File: src/rtl/rail_seq_pkg.sv
package rail_seq_pkg;

    // Direction in which the chain moves on a step
    typedef enum logic {
        SEQ_DOWN = 1'b0,
        SEQ_UP   = 1'b1
    } seq_dir_e;

    // Values seen by one cell from its two neighbours
    typedef struct packed {
        logic lower;
        logic upper;
    } nbr_t;

    // Neighbour-select: copy the lower cell going up, the upper cell going down
    function automatic logic pick_next(input seq_dir_e dir, input nbr_t nbr);
        return (dir == SEQ_UP) ? nbr.lower : nbr.upper;
    endfunction

endpackage

File: src/rtl/enable_sync.sv
module enable_sync #(
    parameter int STAGES = 2
) (
    input  logic clk,
    input  logic rst,
    input  logic d_async,
    output logic q_sync
);
    logic [STAGES-1:0] st;

    always_ff @(posedge clk) begin
        if (rst) st <= '0;
        else     st <= {st[STAGES-2:0], d_async};
    end

    assign q_sync = st[STAGES-1];

    assert_sync_in_R2: assert property (@(posedge clk) disable iff (rst)
        st[0] == $past(d_async));

    for (genvar k = 1; k < STAGES; k++) begin : g_chk
        assert_sync_stage_R2: assert property (@(posedge clk) disable iff (rst)
            st[k] == $past(st[k-1]));
    end
endmodule

File: src/rtl/seq_cell.sv
module seq_cell
    import rail_seq_pkg::*;
(
    input  logic     clk,
    input  logic     rst,
    input  logic     tick,
    input  seq_dir_e dir,
    input  nbr_t     nbr,
    output logic     q
);
    always_ff @(posedge clk) begin
        if (rst)       q <= 1'b0;
        else if (tick) q <= pick_next(dir, nbr);
    end

    assert_hold_R4: assert property (@(posedge clk) disable iff (rst)
        !tick |=> $stable(q));
endmodule

File: src/rtl/rail_sequencer.sv
module rail_sequencer
    import rail_seq_pkg::*;
#(
    parameter int NUM_RAILS   = 6,
    parameter int SYNC_STAGES = 2
) (
    input  logic                 clk,
    input  logic                 rst,
    input  logic                 en_req,
    input  logic                 step_tick,
    output logic [NUM_RAILS-1:0] rail_on,
    output logic                 all_on,
    output logic                 all_off
);
    localparam int LAST = NUM_RAILS - 1;

    logic     en_s;
    seq_dir_e dir;
    nbr_t     nbr [NUM_RAILS];

    enable_sync #(.STAGES(SYNC_STAGES)) u_sync (
        .clk     (clk),
        .rst     (rst),
        .d_async (en_req),
        .q_sync  (en_s)
    );

    assign dir = seq_dir_e'(en_s);

    for (genvar i = 0; i < NUM_RAILS; i++) begin : g_cell
        // First cell: the lower neighbour is the enable itself (en | rail 2)
        if (i == 0) begin : g_lo_end
            assign nbr[i].lower = en_s;
        end else begin : g_lo_mid
            assign nbr[i].lower = rail_on[i-1];
        end
        // Last cell: the upper neighbour is tied low (en & rail 5)
        if (i == LAST) begin : g_hi_end
            assign nbr[i].upper = 1'b0;
        end else begin : g_hi_mid
            assign nbr[i].upper = rail_on[i+1];
        end

        seq_cell u_cell (
            .clk  (clk),
            .rst  (rst),
            .tick (step_tick),
            .dir  (dir),
            .nbr  (nbr[i]),
            .q    (rail_on[i])
        );

        if (i > 0) begin : g_up_chk
            assert_up_order_R3: assert property (@(posedge clk) disable iff (rst)
                $rose(rail_on[i]) |-> $past(rail_on[i-1]));
        end
        if (i < LAST) begin : g_dn_chk
            assert_down_order_R5: assert property (@(posedge clk) disable iff (rst)
                $fell(rail_on[i]) |-> !$past(rail_on[i+1]));
        end
    end

    assign all_on  = &rail_on;
    assign all_off = ~|rail_on;

    assert_one_step_R3: assert property (@(posedge clk) disable iff (rst)
        $countones(rail_on ^ $past(rail_on)) <= 1);

    assert_flags_excl_R8: assert property (@(posedge clk) disable iff (rst)
        !(all_on && all_off));

    assert_reset_clear_R1: assert property (@(posedge clk)
        $past(rst) |-> (rail_on == '0));
endmodule

File: config.mk
export PLATFORM = sky130hd
export DESIGN_NAME = rail_sequencer
export DESIGN_NICKNAME = d
export VERILOG_FILES = /design/src/rtl/rail_seq_pkg.sv /design/src/rtl/enable_sync.sv /design/src/rtl/seq_cell.sv /design/src/rtl/rail_sequencer.sv
export SDC_FILE = /design/constraint.sdc
export NUM_CORES = 1
export LEC_CHECK = 0
export BUFFER_PORTS_ARGS = -buffer_cell sky130_fd_sc_hd__buf_2
export CORE_AREA = 3 3 40 42
export DETAILED_ROUTE_END_ITERATION = 10
export DIE_AREA = 0 0 43 45
export GPL_ROUTABILITY_DRIVEN = 0
export GPL_TIMING_DRIVEN = 0
export PLACE_DENSITY = 0.47
export SETUP_SLACK_MARGIN = 0.5
export SLEW_MARGIN = 0
export SYNTH_ARGS = -nofsm -noshare
export SYNTH_HDL_FRONTEND = slang
export SYNTH_SLANG_ARGS = --single-unit
File: constraint.sdc
create_clock -name clk -period 1.32 [get_ports clk]
set_input_delay 0.198 -clock clk [delete_from_list [all_inputs] [get_ports clk]]
set_output_delay 0.198 -clock clk [all_outputs]
set_load 0.05 [all_outputs]
# Yosys cells after proc, flatten, opt, wreduce, memory -nomap -nowiden
# Cells that the tools add are included.
# classes
muxes,6
n_reduce_logical,3
# op_table
cell,n
1-bit 2-to-1 mux,6
6-bit AND reduction,1
6-bit OR reduction,1
1-bit zero test,1
# totals
output_inout_bits,8
word_cells,16
regBits,8
inputBits,4

# Logic depth before layout (Yosys ltp)
# Gate-level depths: netlist (run 1).
# logic_depth
depth_word,2
ltp_mapped,3
mapped_depth_nobuf,2

# Modules after synthesis
# A second synthesis (run 1) with hierarchy kept.
# hier_totals
cells_unflattened,34
area_unflattened_um2,365.4
# by_module_without_submodules
module,area_each_um2,seq_area_each_um2,instances,cells_per_inst
seq_cell,46.3,20.0,6,4
enable_sync,52.6,40.0,1,4
rail_sequencer,35.0,0.0,1,6

# Worst setup path after synthesis (run 1)
# Ideal clock, no wire load.
# synth_timing
kind,register to output
start,register g_cell[1].u_cell.q
end,output port all_off
t_arrival_ps,1480
required_time_ps,1122
setup_slack_ps,-358
path_stages_with_launch,3
path_cell_list,dfxtp_1 -> or4_1 -> nor3_2
# synth_between
elab_chain_cells,2
# synth_lines
element,line_no,source
"start, declared",seq_cell.sv:9,output logic q
"start signal, assigned",seq_cell.sv:13,"else if (tick) q <= pick_next(dir, nbr);"
6-bit OR reduction,rail_sequencer.sv:64,assign all_off = ~|rail_on;
1-bit zero test,rail_sequencer.sv:64,
"end, declared",rail_sequencer.sv:13,output logic all_off
# No other way between the ends.

# Final worst setup path (run 1)
# Ends and elaborated chain as after synthesis.

==> results of run 1 <==
worst max-delay path: cells and delay by family, from the launching register on:
family,cells,cell delay (ns)
buf+inv,1,0.18
flops,1,0.34
simple gates,2,0.67
worst paths after layout:
path	startpoint	to	slack (ns)
hold / removal	en_req	u_sync.st[0]	0.17
hold reg to reg	u_sync.st[0]	u_sync.st[1]	0.44
setup reg to reg	g_cell[1].u_cell.q	g_cell[2].u_cell.q	0.05
setup / recovery	g_cell[1].u_cell.q	all_off	-0.30
power breakdown:
group	internal (mW)	switching [mW]	leakage, nW
clock network	0.104	0.0791	0.0138
registers	0.250	0.0143	0.0704
logic	0.108	0.102	0.217
kinds of logic after synthesis:
kind of cell | synth area share (%)
compound gates | 11.33
flops | 42.67
buf+inv | 14.67
simple gates | 20.67
mux | 10.67
per-layer routing:
layer  global-route usage [%]  share of wire (%)
met1                    12.68                 43
met2                    18.26                 51
met3                    3.984                4.9
met4                    7.229               0.40
met5                        0                  0
final cells by class:
type,instances,area (µm²)
fill,115,556.8
multi-input combinational,25,190.2
tap,15,18.77
timing repair buffer,22,229.0
buffer,8,83.83
clock buffer,3,22.52
sequential,8,183.9
what timing repair did:
action	in CTS	in global routing
endpoints found under the setup margin	12	13
pin swaps	3	5
gates resized for setup	35	11
setup buffers	3	8
state kept, by name, summed over array words and instances, names as in the netlist:
signal           cells
u_sync.st            2
g_cell.u_cell.q      6
cells in the mapped netlist:
| master | count | share of area (%) |
|---|---|---|
| nor2b_1 | 2 | 3.3 |
| nor3_2 | 1 | 2.7 |
| a211oi_1 | 5 | 10 |
| nand2b_1 | 1 | 1.7 |
| a21oi_1 | 1 | 1.3 |
| dfxtp_1 | 8 | 43 |
| or4_1 | 1 | 2.0 |
| nand2_1 | 1 | 1.0 |
| nor2_1 | 7 | 7.0 |
| nand4_1 | 1 | 1.7 |
| nand3_1 | 1 | 1.3 |
| buf_2 | 2 | 2.7 |
| mux2i_1 | 4 | 11 |
| buf_4 | 6 | 12 |
metrics by stage:
step / utilization (%) / area, µm² / power, mW
final: 56.67 / 728.2 / 0.6567
after global routing: 56.67 / 728.2 / 0.6916
after CTS: 48.78 / 626.9 / 0.6311
after detailed placement: 36.71 / 471.7 / 0.4031
after global placement: 36.71 / 471.7 / 0.4038
after floorplan: - / 397.9 / 0.3749
placed cells by master (no fill, tap or decap), types with 2 or more instances in the layout:
| cell | instances |
|---|---|
| clkbuf_4 | 3 |
| nor2b_1 | 2 |
| nor2_1 | 5 |
| dfxtp_4 | 6 |
| mux2i_1 | 4 |
| buf_2 | 4 |
| buf_4 | 6 |
| buf_8 | 6 |
| buf_6 | 14 |
| a211oi_1 | 4 |
| nor2_4 | 2 |
==> impl_metrics.tcl, run 1 <==
set metrics [dict create \
    core_area_mm2 0.001285 \
    synth.distinct_cells 14 \
    io_buffers 11 \
    synth_nets 45 \
    setup_slack_ns -0.3041 \
    violations "negative setup slack" \
    worst-setup-path-type "reg2out" \
    dieArea_mm2 0.001935 \
    ys.warnings.count 0 \
    area_growth_pct 94.00 \
    vias 372 \
    post_drt_wl_per_cell_um 12.46 \
    hold_depth 2 \
    path_cells "or4_4 -> nor3_4 -> buf_6" \
    finalSetupViolations 3 \
    syn_area_um2 375.4 \
    rows 13 \
    holdBufCountCts 0 \
    first_global_vias 343 \
    numCtsBuffers 3 \
    fmax_mhz 615.7 \
    hpwlAfterDp_um 524.2 \
    relSlewSlack_pct 84.01 \
    wl_um 1009 \
    grt_overflow 0 \
    whs_ns 0.1674 \
    die_width_um 43 \
    drc 0 \
    fin_crit_sh_pct 123.0 \
    worstMarginPinSlew_ns 0.2384 \
    reg2regPathDepth 7 \
    grt_use_total_pct 11.29 \
    final_cells 81 \
    critPathMaxFanout 2 \
    fin_skew_ns 0.001444 \
    drt_pass1_iterations 2 \
    ys_ff_latch 8 \
    clk_latency_ns 0.25 \
    num_antenna_cells 0 \
    worstSetupEndpointType "output pin" \
    setup_tns_ns -0.4441 \
    min_period_ns 1.624 \
    cts_num_sinks 8 \
    final_hold_viol_count 0 \
    drt_iter0_drc 7 \
    power_density_mw_per_mm2 901.8 \
    cp.required_ns 1.12 \
    min_path_type "in2reg" \
    initial_utilization_pct 29.21 \
    status "complete, but fails checks" \
    clk_pin_slew_ns 0.05 \
    vdd_ir_drop_max_v 0.0005201 \
    grt_max_degree 11 \
    ant_nets 0 \
    antenna_found_initial 0 \
    rsz0062_at_grt "yes" \
    ys_seq_area_share_pct 42.67 \
    synth_area_per_cell_um2 9.155 \
    cp-start-kind "flip-flop" \
    final_layout_size_suffix_gt1_share_pct 68.18 \
    cts_tree "done" \
    synthCells 41 \
    clk_path_buf_depth 2 \
    pre_cts_ws_ns -0.1669 \
    cts-root-buf "clkbuf_4" \
    h-tree-depth 1 \
    layout.nets 72 \
    grt_pass1_wl_um 1559 \
    placed_cells 67 \
    crit_arrival_ns 1.43 \
    die_h_um 45 \
    maxSlewViolCount 0 \
    viasPerCell 4.593 \
    drv_cap 0 \
    cpMaxStageDelayCell "or4_4" \
    cp_slowest_stage_delay_ns 0.54 \
    leakage_nw 0.3013 \
    num_io_pins 12 \
]
Note: power is estimated with default switching activity, not from simulation.
==> run 2: changes to the inputs <==
PLACE_DENSITY = 0.52   (was 0.47)
==> run 2 against run 1 <==
The flow still finishes with violations (negative setup slack). Global-route usage down 1.2 points. Critical path type unchanged. Non-clock buffer count fell by 5. Flip-flop and latch count stayed put. Clock skew up 0.00087 ns. Critical path depth stayed put. Cell area fell by 8.2%. Final cell count is 6.2% lower. Largest power group unchanged. Hold slack got worse by 0.0056 ns. Fmax fell by 0.29%. Routed wire length is 19% lower. Register-to-register slack gained 0.42 ns. Power decreased by 3.3%.
==> impl_metrics.tcl, run 2 (same netlist as run 1, synthesis figures left out) <==
set metrics [dict create \
    grt_use_total_pct 10.10 \
    r2r_setup_slack_ns 0.47 \
    worstSetupEndpointType "output pin" \
    leakage_nw 0.2703 \
    ant_nets 0 \
    fmax_mhz 614.0 \
    multi_input_area_um2 182.7 \
    holdBufCountCts 0 \
    final_hold_viol_count 0 \
    dr_wl_met3_um 50 \
    h-tree-depth 1 \
    setup_slack_ns -0.3088 \
    rsz0062_at_grt "yes" \
    routed.top_layer "met4" \
    worst-setup-path-type "reg2out" \
    final_layout_size_suffix_gt1_share_pct 63.93 \
    setup_tns_ns -0.3088 \
    drv_cap 0 \
    viasPerCell 4.566 \
    clk_latency_ns 0.25 \
    vdd_ir_drop_max_v 0.0004239 \
    critPathMaxFanout 2 \
    die_width_um 43 \
    status "complete, but fails checks" \
    min_period_ns 1.629 \
    cts_num_sinks 8 \
    wl_um 817 \
    hpwlAfterDp_um 521.2 \
    grt_max_degree 11 \
    grt_pass1_wl_um 1442 \
    clk_path_buf_depth 2 \
    first_global_vias 326 \
    die_h_um 45 \
    numCtsBuffers 3 \
    layout_commonest_cell "buf_6" \
    maxSlewViolCount 0 \
    cts-root-buf "clkbuf_4" \
    grt_overflow 0 \
    io_buffers 11 \
    top_regs "g_cell.u_cell.q: 6 flops, u_sync.st: 2 flops" \
    min_path_type "in2reg" \
    wl_met1_um 364 \
    fin_area_um2 668.1 \
    cp-start-kind "flip-flop" \
    cts_tree "done" \
    vias 347 \
    post_drt_wl_per_cell_um 10.75 \
    rows 13 \
    dieArea_mm2 0.001935 \
    top_register "g_cell.u_cell.q" \
    seqCellArea_um2 183.9 \
    fin_crit_sh_pct 123.4 \
    power_density_mw_per_mm2 950.2 \
    layout.nets 67 \
    cp.required_ns 1.12 \
    drt_iter0_drc 0 \
    whs_ns 0.1618 \
    antenna_found_initial 0 \
    placed_cells 67 \
    num_io_pins 12 \
    core_area_mm2 0.001285 \
    worstMarginPinSlew_ns 0.1557 \
    final_util_pct 52.00 \
    drt_pass1_iterations 1 \
    clk_pin_slew_ns 0.05 \
    drc 0 \
    area_growth_pct 78.00 \
    final_cell_mix "buf_6 (10), nor2_1 (6), dfxtp_4 (6), buf_8 (6), buf_4 (5)" \
    pre_cts_ws_ns -0.1681 \
    finalSetupViolations 1 \
    violations "negative setup slack" \
    num_antenna_cells 0 \
    num-fill-cells 117 \
    largest_register_ffs 6 \
    final_cells 76 \
    initial_utilization_pct 29.21 \
    relSlewSlack_pct 89.32 \
    place_area_um2 471.7 \
    fin_skew_ns 0.002315 \
    route.met2.wl_um 398 \
    p_total_uw 634.9 \
    crit_arrival_ns 1.43 \
]
[run 2: cell count changes in the layout (fill, tap and decap cells not counted)]
cell    before  now
buf_4        6    5
buf_6       14   10
nor2_4       2    1
nor2_1       5    6
[run 2: layout make-up]
cell class | instances | share of cell area (%)
multi-input combinational | 25 | 27.34
tap | 15 | 2.809
clock buffer | 3 | 3.371
buffer | 8 | 10.86
sequential | 8 | 27.53
timing repair buffer | 17 | 28.09
[run 2: critical path, cell delays in order (launching register included)]
cell and delay, ns:
dfxtp_4 0.33, or4_4 0.54, nor3_4 0.13, buf_6 0.18
[run 2: path summary, 6_finish.rpt]
check	from	endpoint	cells past startpoint
hold / removal	en_req	u_sync.st[0]	2
setup reg to reg	u_sync.st[1]	g_cell[3].u_cell.q	3
hold reg to reg	u_sync.st[0]	u_sync.st[1]	1
setup / recovery	g_cell[1].u_cell.q	all_off	3
[run 2: power breakdown]
group / total, mW / internal (mW) / switching, mW
Clock: 0.183 / 0.104 / 0.0792
Combinational: 0.191 / 0.0937 / 0.0968
Sequential: 0.261 / 0.250 / 0.0117
Total: 0.635 / 0.447 / 0.188
[run 2: timing repair]
action	in CTS	in global routing
pin swaps	3	4
endpoints found under the setup margin	12	13
buffers inserted	5	1
hold endpoints to repair	0	0
gates resized for setup	37	3
[run 2: per-layer routing]
metal | GRT usage [%] | up-vias
li1 | - | 179
met1 | 11.65 | 155
met2 | 16.47 | 11
met3 | 2.390 | 2
met4 | 7.229 | 0
met5 | 0 | -
==> run 3: changes to the inputs <==
ABC_AREA = 1   (was default)
PLACE_DENSITY = 0.55   (was 0.52)
SYNTH_HIERARCHICAL = 1   (was default)
==> run 3 against run 2 <==
The run now ends clean. Sequential power grew 4%. Synthesized cell count rose by 78%. First-iteration DRC count is 4 higher. Combinational power increased by 34%. Clock-buffer cell count is 1 higher. Clock power grew 15%. Die area did not move. Utilization up 11 points. Largest cell class is now multi-input gates.
==> impl_metrics.tcl, run 3 <==
set metrics [dict create \
    fin_crit_sh_pct 97.91 \
    syn_area_um2 414.1 \
    critPathMaxFanout 3 \
    drv_cap 0 \
    crit_arrival_ns 1.09 \
    async_flop_share_pct 0 \
    dieArea_mm2 0.001935 \
    synth_area_leaders "dfxtp_1 (39%), nand2_1 (21%), nor2_1 (16%), inv_1 (15%), nand3_1 (7.3%)" \
    vdd_ir_drop_max_v 0.0006500 \
    setup_slack_ns 0.02760 \
    grt_pass1_wl_um 1704 \
    synth_top_area_cell "dfxtp_1" \
    top_regs "g_cell.u_cell/q: 6 flops, u_sync/st: 2 flops" \
    cts_num_sinks 8 \
    synthCells 73 \
    final_hold_viol_count 0 \
    drt_iter0_drc 4 \
    clk_path_buf_depth 2 \
    h-tree-depth 1 \
    vias 496 \
    worstSetupEndpointType "output pin" \
    grt_max_degree 14 \
    rows 13 \
    num_antenna_cells 0 \
    synth_edf_count 0 \
    die_h_um 45 \
    ant_nets 0 \
    viasPerCell 4.313 \
    clk_latency_ns 0.26 \
    yosysMostFrequentCell "nand2_1" \
    post_drt_wl_per_cell_um 9.313 \
    ys_seq_area_share_pct 38.67 \
    finalSetupViolations 0 \
    setup_tns_ns 0 \
    pre_cts_ws_ns 0.2045 \
    antenna_found_initial 0 \
    worst-setup-path-type "reg2out" \
    drt_pass1_iterations 3 \
    final_layout_size_suffix_gt1_share_pct 52.00 \
    fin_area_um2 814.5 \
    synth_nets 77 \
    grt_use_total_pct 12.34 \
    layout_commonest_cell "nand2_1" \
    largest_register_ffs 6 \
    grt_overflow 0 \
    synth_area_per_cell_um2 5.673 \
    leakage_nw 0.4144 \
    ys_top_cells_by_count "nand2_1 (23), nor2_1 (18), inv_1 (16)" \
    num_io_pins 12 \
    top_register "g_cell.u_cell/q" \
    layout.nets 105 \
    status "finished, final reports clean" \
    cp.required_ns 1.12 \
    wl_um 1071 \
    core_area_mm2 0.001285 \
    ys.warnings.count 6 \
    fmax_mhz 773.8 \
    min_period_ns 1.292 \
    numCtsBuffers 3 \
    first_global_vias 401 \
    clk_pin_slew_ns 0.06 \
    io_buffers 11 \
    synth_ff_type "dfxtp_1" \
    place_area_um2 529.3 \
    holdBufCountCts 0 \
    cp-start-kind "flip-flop" \
    die_width_um 43 \
    p_total_uw 736.9 \
    synth.distinct_cells 7 \
    area_growth_pct 96.68 \
    final_cell_mix "nand2_1 (17), inv_1 (15), buf_6 (11)" \
    initial_utilization_pct 32.23 \
    fin_skew_ns 0.006902 \
    hpwlAfterDp_um 632.4 \
    maxSlewViolCount 0 \
    min_path_type "in2reg" \
    cts_tree "done" \
    cts-root-buf "clkbuf_4" \
    ys_ff_latch 8 \
    rsz0062_at_grt "yes" \
    drc 0 \
    power_density_mw_per_mm2 904.7 \
    synth_top_area_share_pct 38.67 \
]
## run 3: cell types whose count changed after synthesis, moves of 2 or more
cell,change
buf_4,-6
inv_1,+16
nor2_1,+11
nor2b_1,-2
nand2_1,+22
nand3_1,+5
a211oi_1,-5
buf_2,-2
mux2i_1,-4
## run 3: area by class of cell
type                    instances  area (µm²)
fillers                       127       470.5
multi-input cells              49       271.5
repair buffers                 23       251.5
flip-flops and latches          8       186.4
clock buffers                   4       26.28
well taps                      15       18.77
inverters                      16       60.06
## run 3: path summary, 6_finish.rpt
| path | start | endpoint | slack [ns] | cells after the start |
|---|---|---|---|---|
| max | g_cell[0].u_cell/q | all_off | 0.03 | 3 |
| min | en_req | u_sync/st[0] | 0.14 | 3 |
| max reg2reg | g_cell[0].u_cell/q | g_cell[1].u_cell/q | 0.29 | 7 |
| min reg2reg | u_sync/st[0] | u_sync/st[1] | 0.40 | 2 |
## run 3: per-layer routing
metal / share of wire (%) / vias to the layer above / track usage (%)
met5: 0 / - / 0
met1: 46 / 222 / 15.01
met2: 49 / 8 / 17.66
li1: - / 264 / -
met3: 3.5 / 2 / 3.586
met4: 0.93 / 0 / 10.84
## run 3: timing repair
| item | 4_1_cts | 5_1_grt |
|---|---|---|
| gates resized for setup | 27 | 24 |
| buffers inserted | 8 | 4 |
| endpoints found under the setup margin | 9 | 14 |
| pin swaps | 4 | 16 |
## run 3: worst max-delay path: stages (launching register included)
cell,delay [ns]
dfxtp_4,0.35
or2_4,0.25
nor2_4,0.08
buf_6,0.16
## run 3: logic make-up (layout without fill, tap and decap cells)
group | Yosys count | after routing | share of synthesized area, %
buffers and inverters | 16 | 43 | 14.50
DFF | 8 | 8 | 38.67
and+or+nand+nor | 48 | 48 | 45.92
other | 1 | 1 | 0.9055
## run 3: where the power goes
part	leakage (nW)	internal, mW	total [mW]	switching (mW)
Combinational	0.329	0.119	0.255	0.136
Clock	0.0150	0.116	0.210	0.0935
Sequential	0.0707	0.253	0.272	0.0197
Total	0.414	0.488	0.737	0.249
## run 3: per-stage QoR
stage | hold WS [ns] | instances | utilization (%)
2_1_floorplan | 0.2618 | 73 | -
3_3_place_gp | 0.3907 | 99 | 41.19
3_5_place_dp | 0.3876 | 99 | 41.19
4_1_cts | 0.1415 | 111 | 54.82
5_1_grt | 0.1682 | 115 | 63.39
6_report | 0.1447 | 115 | 63.39
